File: src/rtl/spr_pkg.sv
package spr_pkg;

    typedef enum logic [1:0] {
        SL_IDLE  = 2'd0,
        SL_COUNT = 2'd1,
        SL_SHIFT = 2'd2,
        SL_SPENT = 2'd3
    } slot_state_t;

    localparam int TILE_W = 8;
    localparam int ROW_W  = 4;
    localparam int FINE_W = ROW_W - 1;
    localparam int ADDR_W = 1 + (TILE_W - 1) + 1 + 1 + FINE_W;

endpackage

File: src/rtl/spr_fetch_addr.sv
module spr_fetch_addr
    import spr_pkg::*;
(
    input  logic              tbl_sel,
    input  logic              tall,
    input  logic [TILE_W-1:0] tile,
    input  logic [ROW_W-1:0]  row,
    input  logic              plane,
    output logic [ADDR_W-1:0] addr
);

    logic [TILE_W-1:0] tile_eff;
    logic              table_eff;

    always_comb begin
        if (tall) begin
            table_eff = tile[0];
            tile_eff  = {tile[TILE_W-1:1], row[ROW_W-1]};
        end else begin
            table_eff = tbl_sel;
            tile_eff  = tile;
        end
        addr = {table_eff, tile_eff, plane, row[FINE_W-1:0]};
    end

endmodule

File: src/rtl/spr_stage.sv
module spr_stage #(
    parameter int N_SLOTS = 8,
    parameter int PAT_W   = 8,
    parameter int ATTR_W  = 5,
    parameter int X_W     = 8,
    localparam int SLOT_W = (N_SLOTS > 1) ? $clog2(N_SLOTS) : 1
) (
    input  logic                      clk,
    input  logic                      rst_n,
    input  logic                      meta_we,
    input  logic [SLOT_W-1:0]         meta_slot,
    input  logic                      meta_used,
    input  logic [ATTR_W-1:0]         meta_attr,
    input  logic [X_W-1:0]            meta_x,
    input  logic                      pat_we,
    input  logic [SLOT_W-1:0]         pat_slot,
    input  logic                      pat_plane,
    input  logic [PAT_W-1:0]          pat_data,
    output logic [N_SLOTS*PAT_W-1:0]  st_lo,
    output logic [N_SLOTS*PAT_W-1:0]  st_hi,
    output logic [N_SLOTS*ATTR_W-1:0] st_attr,
    output logic [N_SLOTS*X_W-1:0]    st_x
);

    for (genvar g = 0; g < N_SLOTS; g++) begin : g_stage
        logic              used_q;
        logic [PAT_W-1:0]  lo_q;
        logic [PAT_W-1:0]  hi_q;
        logic [ATTR_W-1:0] attr_q;
        logic [X_W-1:0]    x_q;
        logic              meta_hit;
        logic              pat_hit;

        assign meta_hit = meta_we && (meta_slot == SLOT_W'(g));
        assign pat_hit  = pat_we && (pat_slot == SLOT_W'(g));

        always_ff @(posedge clk or negedge rst_n) begin
            if (!rst_n) begin
                used_q <= 1'b0;
                attr_q <= '0;
                x_q    <= '0;
            end else if (meta_hit) begin
                used_q <= meta_used;
                attr_q <= meta_attr;
                x_q    <= meta_x;
            end
        end

        always_ff @(posedge clk or negedge rst_n) begin
            if (!rst_n) begin
                lo_q <= '0;
                hi_q <= '0;
            end else if (pat_hit) begin
                if (pat_plane) begin
                    hi_q <= pat_data;
                end else begin
                    lo_q <= pat_data;
                end
            end
        end

        // unfilled slots present transparent pattern data at commit
        assign st_lo[g*PAT_W +: PAT_W]    = used_q ? lo_q : '0;
        assign st_hi[g*PAT_W +: PAT_W]    = used_q ? hi_q : '0;
        assign st_attr[g*ATTR_W +: ATTR_W] = attr_q;
        assign st_x[g*X_W +: X_W]          = x_q;
    end

endmodule

File: src/rtl/spr_slot.sv
module spr_slot
    import spr_pkg::*;
#(
    parameter int PAT_W  = 8,
    parameter int ATTR_W = 5,
    parameter int X_W    = 8,
    localparam int CW    = (PAT_W > 1) ? $clog2(PAT_W) : 1
) (
    input  logic              clk,
    input  logic              rst_n,
    input  logic              commit,
    input  logic              adv,
    input  logic [PAT_W-1:0]  c_lo,
    input  logic [PAT_W-1:0]  c_hi,
    input  logic [ATTR_W-1:0] c_attr,
    input  logic [X_W-1:0]    c_x,
    output logic [1:0]        pix,
    output logic [ATTR_W-1:0] attr,
    output logic              active
);

    slot_state_t       st_q;
    slot_state_t       st_d;
    logic [X_W-1:0]    wait_q;
    logic [PAT_W-1:0]  lo_q;
    logic [PAT_W-1:0]  hi_q;
    logic [ATTR_W-1:0] attr_q;
    logic [CW-1:0]     sh_q;
    logic              arrive;
    logic              exhaust;

    assign arrive  = (wait_q == X_W'(1));
    assign exhaust = (sh_q == CW'(PAT_W - 1));

    // state register
    always_ff @(posedge clk or negedge rst_n) begin
        if (!rst_n) begin
            st_q <= SL_IDLE;
        end else begin
            st_q <= st_d;
        end
    end

    // next state: LOAD_NOW, LOAD_WAIT, ARRIVE, EXHAUST
    always_comb begin
        st_d = st_q;
        if (commit) begin
            st_d = (c_x == '0) ? SL_SHIFT : SL_COUNT;
        end else if (adv) begin
            unique case (st_q)
                SL_IDLE:  st_d = SL_IDLE;
                SL_COUNT: st_d = arrive ? SL_SHIFT : SL_COUNT;
                SL_SHIFT: st_d = exhaust ? SL_SPENT : SL_SHIFT;
                SL_SPENT: st_d = SL_SPENT;
            endcase
        end
    end

    // datapath
    always_ff @(posedge clk or negedge rst_n) begin
        if (!rst_n) begin
            wait_q <= '0;
            lo_q   <= '0;
            hi_q   <= '0;
            attr_q <= '0;
            sh_q   <= '0;
        end else if (commit) begin
            wait_q <= c_x;
            lo_q   <= c_lo;
            hi_q   <= c_hi;
            attr_q <= c_attr;
            sh_q   <= '0;
        end else if (adv) begin
            unique case (st_q)
                SL_COUNT: wait_q <= wait_q - X_W'(1);
                SL_SHIFT: begin
                    lo_q <= {lo_q[PAT_W-2:0], 1'b0};
                    hi_q <= {hi_q[PAT_W-2:0], 1'b0};
                    sh_q <= sh_q + CW'(1);
                end
                SL_IDLE, SL_SPENT: begin
                end
            endcase
        end
    end

    // outputs
    always_comb begin
        pix    = 2'b00;
        active = 1'b0;
        unique case (st_q)
            SL_SHIFT: begin
                pix    = {hi_q[PAT_W-1], lo_q[PAT_W-1]};
                active = 1'b1;
            end
            SL_IDLE, SL_COUNT, SL_SPENT: begin
            end
        endcase
    end

    assign attr = attr_q;

endmodule

File: src/rtl/spr_line_unit.sv
module spr_line_unit
    import spr_pkg::*;
#(
    parameter int N_SLOTS = 8,
    parameter int PAT_W   = 8,
    parameter int ATTR_W  = 5,
    parameter int X_W     = 8,
    localparam int SLOT_W = (N_SLOTS > 1) ? $clog2(N_SLOTS) : 1
) (
    input  logic                      clk,
    input  logic                      rst_n,
    input  logic                      ctl_tbl_sel,
    input  logic                      ctl_tall,
    input  logic [TILE_W-1:0]         fa_tile,
    input  logic [ROW_W-1:0]          fa_row,
    input  logic                      fa_plane,
    output logic [ADDR_W-1:0]         fa_addr,
    input  logic                      meta_we,
    input  logic [SLOT_W-1:0]         meta_slot,
    input  logic                      meta_used,
    input  logic [ATTR_W-1:0]         meta_attr,
    input  logic [X_W-1:0]            meta_x,
    input  logic                      pat_we,
    input  logic [SLOT_W-1:0]         pat_slot,
    input  logic                      pat_plane,
    input  logic [PAT_W-1:0]          pat_data,
    input  logic                      line_start,
    input  logic                      pix_adv,
    output logic [2*N_SLOTS-1:0]      slot_pix,
    output logic [ATTR_W*N_SLOTS-1:0] slot_attr,
    output logic [N_SLOTS-1:0]        slot_active
);

    logic [N_SLOTS*PAT_W-1:0]  st_lo;
    logic [N_SLOTS*PAT_W-1:0]  st_hi;
    logic [N_SLOTS*ATTR_W-1:0] st_attr;
    logic [N_SLOTS*X_W-1:0]    st_x;

    spr_fetch_addr u_addr (
        .tbl_sel (ctl_tbl_sel),
        .tall    (ctl_tall),
        .tile    (fa_tile),
        .row     (fa_row),
        .plane   (fa_plane),
        .addr    (fa_addr)
    );

    spr_stage #(
        .N_SLOTS (N_SLOTS),
        .PAT_W   (PAT_W),
        .ATTR_W  (ATTR_W),
        .X_W     (X_W)
    ) u_stage (
        .clk       (clk),
        .rst_n     (rst_n),
        .meta_we   (meta_we),
        .meta_slot (meta_slot),
        .meta_used (meta_used),
        .meta_attr (meta_attr),
        .meta_x    (meta_x),
        .pat_we    (pat_we),
        .pat_slot  (pat_slot),
        .pat_plane (pat_plane),
        .pat_data  (pat_data),
        .st_lo     (st_lo),
        .st_hi     (st_hi),
        .st_attr   (st_attr),
        .st_x      (st_x)
    );

    for (genvar g = 0; g < N_SLOTS; g++) begin : g_slot
        spr_slot #(
            .PAT_W  (PAT_W),
            .ATTR_W (ATTR_W),
            .X_W    (X_W)
        ) u_slot (
            .clk    (clk),
            .rst_n  (rst_n),
            .commit (line_start),
            .adv    (pix_adv),
            .c_lo   (st_lo[g*PAT_W +: PAT_W]),
            .c_hi   (st_hi[g*PAT_W +: PAT_W]),
            .c_attr (st_attr[g*ATTR_W +: ATTR_W]),
            .c_x    (st_x[g*X_W +: X_W]),
            .pix    (slot_pix[2*g +: 2]),
            .attr   (slot_attr[g*ATTR_W +: ATTR_W]),
            .active (slot_active[g])
        );
    end

endmodule

File: config.mk
export PLATFORM = sky130hd
export DESIGN_NAME = spr_line_unit
export DESIGN_NICKNAME = d
export VERILOG_FILES = /design/src/rtl/spr_pkg.sv /design/src/rtl/spr_fetch_addr.sv /design/src/rtl/spr_stage.sv /design/src/rtl/spr_slot.sv /design/src/rtl/spr_line_unit.sv
export SDC_FILE = /design/constraint.sdc
export NUM_CORES = 1
export LEC_CHECK = 0
export CAP_MARGIN = 0
export CORE_UTILIZATION = 25
export DETAILED_ROUTE_END_ITERATION = 8
export DONT_BUFFER_PORTS = 1
export PLACE_DENSITY = 0.49
export SETUP_SLACK_MARGIN = 0.3
export SLEW_MARGIN = 10
export SYNTH_ARGS = -nofsm -noshare
export SYNTH_HDL_FRONTEND = slang
export SYNTH_SLANG_ARGS = --single-unit
File: constraint.sdc
create_clock -name clk -period 2.5 [get_ports clk]
set_input_delay 0.75 -clock clk [delete_from_list [all_inputs] [get_ports clk]]
set_output_delay 0.75 -clock clk [all_outputs]
set_load 0.05 [all_outputs]
==> reports/results.md <==
| Group | Result | This run |
|:---|:---|:---|
| detailed routing | Via density | 4.49 |
| global route | Global-route usage over all layers | 11.6% |
| critical path | Slack of the worst reg-to-reg path | 0.64 ns |
| pwr | Maximum vdd ir drop | 0.583 mV |
| pwr | P_sw | 6560 uW |
| placement | Detailed Place HPWL | 31.5 mm |
| hold path | Worst Hold Class | primary input to asynchronous set/reset pin |
| critical path | Arrival time of data at the critical path endpoint | 1.60 ns |
| yosys | Top cell type by total area after synthesis | sky130_fd_sc_hd__dfrtp_1 |
| sta | Final Max Tran Viols | 0 |
| outcome | Run status | finished with violations |
| critical path | Kind of end point of the critical path | output port |
| yosys | Area share of and/or/nand/nor cells after synthesis | 9.70% |
| detailed routing | DRT Wirelength | 52.0 mm |
| global route | Global-route layer with the greatest usage | met2 |
| global route | Met2 Usage GRT | 20.0% |
| global route | Met3 usage | 1.80% |
| clock tree | Total CTS buffers | 52 |
| die | Total die area | 0.0905 mm2 |
| global route | Number of antenna violations at the first check in global routing | 1 |
| yosys | Post-synth net total | 1,906 |
| detailed routing | Residual antenna-violating net count after detailed routing | 0 |
| pwr | Internal power summed over all cells | 16,900 uW |
| global route | Number of global-route vias before repair | 14,400 |
| yosys | Sequential fraction of the synthesis area | 57.4% |
| critical path | Largest fanout of any net on the critical path | 4 |
| run | Total of max-cap violations | 0 |
| yosys | Most used DFF post-synth | sky130_fd_sc_hd__dfrtp_1 |
| yosys | Cells after Synth | 1,824 |
| sta | Pin slew with the least headroom to its limit | 0.850 ns |
| layout | Share of post-route cells with drive strength above 1 | 26.5% |
| pwr | Seq pwr share | 51.0% |
| yosys | Share of synthesized flip-flops with an asynchronous set or reset | 100% |
| yosys | Combinational family with the most area after synthesis | multiplexers |
| yosys | Number of enable flip-flop cells after synthesis | 0 |
| yosys | Register bit count reported by yosys | 512 |
| placement | Number of port buffers | 0 |
| sta | Final worst path period need | 2.35 ns |
| clock tree | Clock insertion delay at the later pin of the skew report | 0.61 ns |
| global route | Largest net degree at the start of global routing | 513 |
| clock tree | CTS clock-pin slew for the worst setup and hold paths | 0.06 ns |
| placement | Placed cell count | 2,917 |
| detailed routing | TritonRoute pass-1 iters | 6 |
| yosys | Mapped Area | 0.0223 mm2 |
| yosys | Most used standard cells in the synthesized netlist | 512 x sky130_fd_sc_hd__dfrtp_1, 289 x sky130_fd_sc_hd__mux2_2, 183 x sky130_fd_sc_hd__nand2_1, 171 x sky130_fd_sc_hd__o21ai_0, 112 x sky130_fd_sc_hd__mux2i_1 |
| sta | Number of failing hold endpoints at the final stage | 119 |
| placement | Global placement routability congestion | 0.719 |
| sta | Headroom to the max-slew limit | 43.4% |
| sta | Worst Skew | 0.0212 ns |
| outcome | Violated checks | negative hold slack |
| pwr | Clk network pwr share | 35.2% |
| detailed routing | Violation count after the first detailed-route iteration | 682 |
| die | Starting density of the core | 25.3% |
| layout | Non-filler instance count after layout | 3,042 |
| critical path | Startpoint-to-endpoint class of the critical path | flip-flop to output port |
| sta | Setup repair after global routing missed its margin | true |
| pwr | Leakage | 0.0117 uW |
| sta | Ratio of final minimum period to clock period | 94.0% |
| die | Chip Width | 301 um |
| yosys | Synthesized area divided by synthesized cell count | 12.2 um2 |
| pwr | Fraction of power consumed by combinational cells | 13.8% |
| pwr | Power per standard cell area | 898 mW/mm2 |
| sta | Highest achievable clock rate | 0.426 GHz |
| yosys | Mux contribution to synthesized area | 19.6% |
| yosys | Fraction of the mapped netlist area in compound gates | 6.27% |
| detailed routing | Detailed-route DRC error count | 0 |
| die | Top-level I/O count | 127 |
| layout | # fillers | 9,020 |
| yosys | Post-synthesis cell type count | 50 |
| die | Core area | 0.0884 mm2 |
| sta | Final count of negative-setup-slack endpoints | 0 |
| clock tree | Count of clock tree sinks | 512 |
| yosys | Most frequent cell after synthesis | sky130_fd_sc_hd__dfrtp_1 |
| clock tree | H-tree depth reported by CTS | 2 |
| clock tree | CTS Buffer Depth | 3 |
| global route | Global-route wire length before repair | 83.3 mm |
| die | Total number of placement rows | 109 |
| layout | Fraction of the core area covered by cells at the end of the flow | 29.6% |
| clock tree | CTS tree | yes |
| detailed routing | WL per Instance | 17.1 um |
| sta | Final TNS setup | 0 ns |
| clock tree | Root Buffer | sky130_fd_sc_hd__clkbuf_16 |
| die | Die extent in y | 301 um |
| critical path | Critical Path Start Type | flip-flop |
| detailed routing | Total number of vias | 13,700 |
| sta | Worst-case hold slack | -0.135 ns |
| pwr | Proportion of total power due to net switching | 28.0% |
| global route | Total grt overflow | 0 |
| layout | Layout area overhead | 17.0% |
| yosys | Yosys top cell area share | 57.4% |
| yosys | Number of synthesis warnings | 0 |
| layout | Number of nets in the finished design | 1,920 |
| yosys | Adder-cell share of the synthesized area | 1.79% |
| yosys | Xor and xnor fraction of the mapped netlist area | 2.51% |
| critical path | Required time of the worst setup path | 1.75 ns |
| global route | Routing usage on met1 | 14.9% |
| yosys | Top cells by area in the synthesized netlist | sky130_fd_sc_hd__dfrtp_1 57%, sky130_fd_sc_hd__mux2_2 15%, sky130_fd_sc_hd__mux2i_1 5.0% |
[worst paths after layout]
path / from / to / cells past startpoint
setup reg to reg: g_slot[6].u_slot.wait_q[4] / g_slot[6].u_slot.st_q[0] / 4
min in group clk: line_start / g_slot[0].u_slot.sh_q[2] / 1
hold / removal: rst_n / u_stage.g_stage[5].attr_q[0] / 0
setup / recovery: g_slot[7].u_slot.st_q[0] / slot_pix[15] / 3
max in group asynchronous: rst_n / g_slot[7].u_slot.sh_q[0] / 2
hold reg to reg: u_stage.g_stage[4].hi_q[2] / g_slot[4].u_slot.hi_q[2] / 2
[cells in the final DEF (no fill, tap or decap), types with 32 or more instances in the layout]
cell type	n
sky130_fd_sc_hd__buf_4	45
sky130_fd_sc_hd__mux2i_1	112
sky130_fd_sc_hd__dfrtp_1	505
sky130_fd_sc_hd__nand2_1	183
sky130_fd_sc_hd__nor2_1	50
sky130_fd_sc_hd__clkbuf_16	54
sky130_fd_sc_hd__ha_1	32
sky130_fd_sc_hd__mux2_2	289
sky130_fd_sc_hd__a21oi_1	36
sky130_fd_sc_hd__xnor2_1	41
sky130_fd_sc_hd__o21ai_0	171
[critical path, stage by stage, from the launching register on]
cell	delay, ns
sky130_fd_sc_hd__dfrtp_2	0.42
sky130_fd_sc_hd__nor2b_4	0.24
sky130_fd_sc_hd__and2_4	0.20
sky130_fd_sc_hd__buf_12	0.13
[state kept, by name, summed over array words and instances (netlist names)]
register / flops
u_stage.g_stage.lo_q: 64
g_slot.u_slot.lo_q: 64
u_stage.g_stage.used_q: 8
g_slot.u_slot.hi_q: 64
g_slot.u_slot.st_q: 16
g_slot.u_slot.sh_q: 24
u_stage.g_stage.x_q: 64
g_slot.u_slot.wait_q: 64
u_stage.g_stage.hi_q: 64
u_stage.g_stage.attr_q: 40
g_slot.u_slot.attr: 40
[through the flow]
step | worst slack (ns) | total power, uW | cell area, um2
after detailed placement | 0.149 | 15200 | 23800
after CTS | 0.0974 | 23700 | 26000
after floorplan | 0.513 | 14400 | 22300
after global placement | 0.172 | 15000 | 23800
after global routing | 0.0868 | 24800 | 26100
final | 0.150 | 23400 | 26100
[layer usage]
metal / up-vias / part of all wire, % / wire length [um]
met5: - / 0 / 0
met3: 76 / 3.1 / 1600
li1: 6442 / - / -
met1: 6993 / 45 / 23300
met2: 158 / 50 / 25900
met4: 0 / 2.3 / 1190
[cell type report]
class	count	area (um2)	area share [%]
clock inverter	16	293	1.12
sequential	512	12800	49.1
tap	1165	1460	5.58
multi-input combinational	1174	9010	34.5
inverter	19	71.3	0.273
timing repair buffer	79	933	3.57
antenna	1	2.50	0.00958
clock buffer	76	1530	5.87
[power groups by stage]
stage               registers (uW)  logic [uW]  clock network [uW]
floorplan                    11700        2740                   0
global placement             12100        2940                   0
detailed placement           12100        3040                   0
CTS                          12000        3130                8560
global route                 12200        3670                8860
finish                       12000        3230                8260
[logic make-up (layout without fill, tap and decap cells)]
group / after synthesis / after routing
adder cells (fa/ha/maj): 32 / 32
XOR/XNOR: 64 / 64
buffers and inverters: 138 / 190
AND/OR/NAND/NOR: 429 / 429
multiplexers: 401 / 401
other: 0 / 1
flip-flops: 512 / 512
AO/OA/AOI/OAI: 248 / 248
[repair_timing]
action                                  4_1_cts  5_1_grt
buffers inserted                             23        6
resized for setup                            54        9
endpoints found under the setup margin       24       24
hold endpoints to repair                    512      119
cloned                                        0        1
pin swaps                                     1        3
Note: power is estimated with default switching activity, not from simulation.
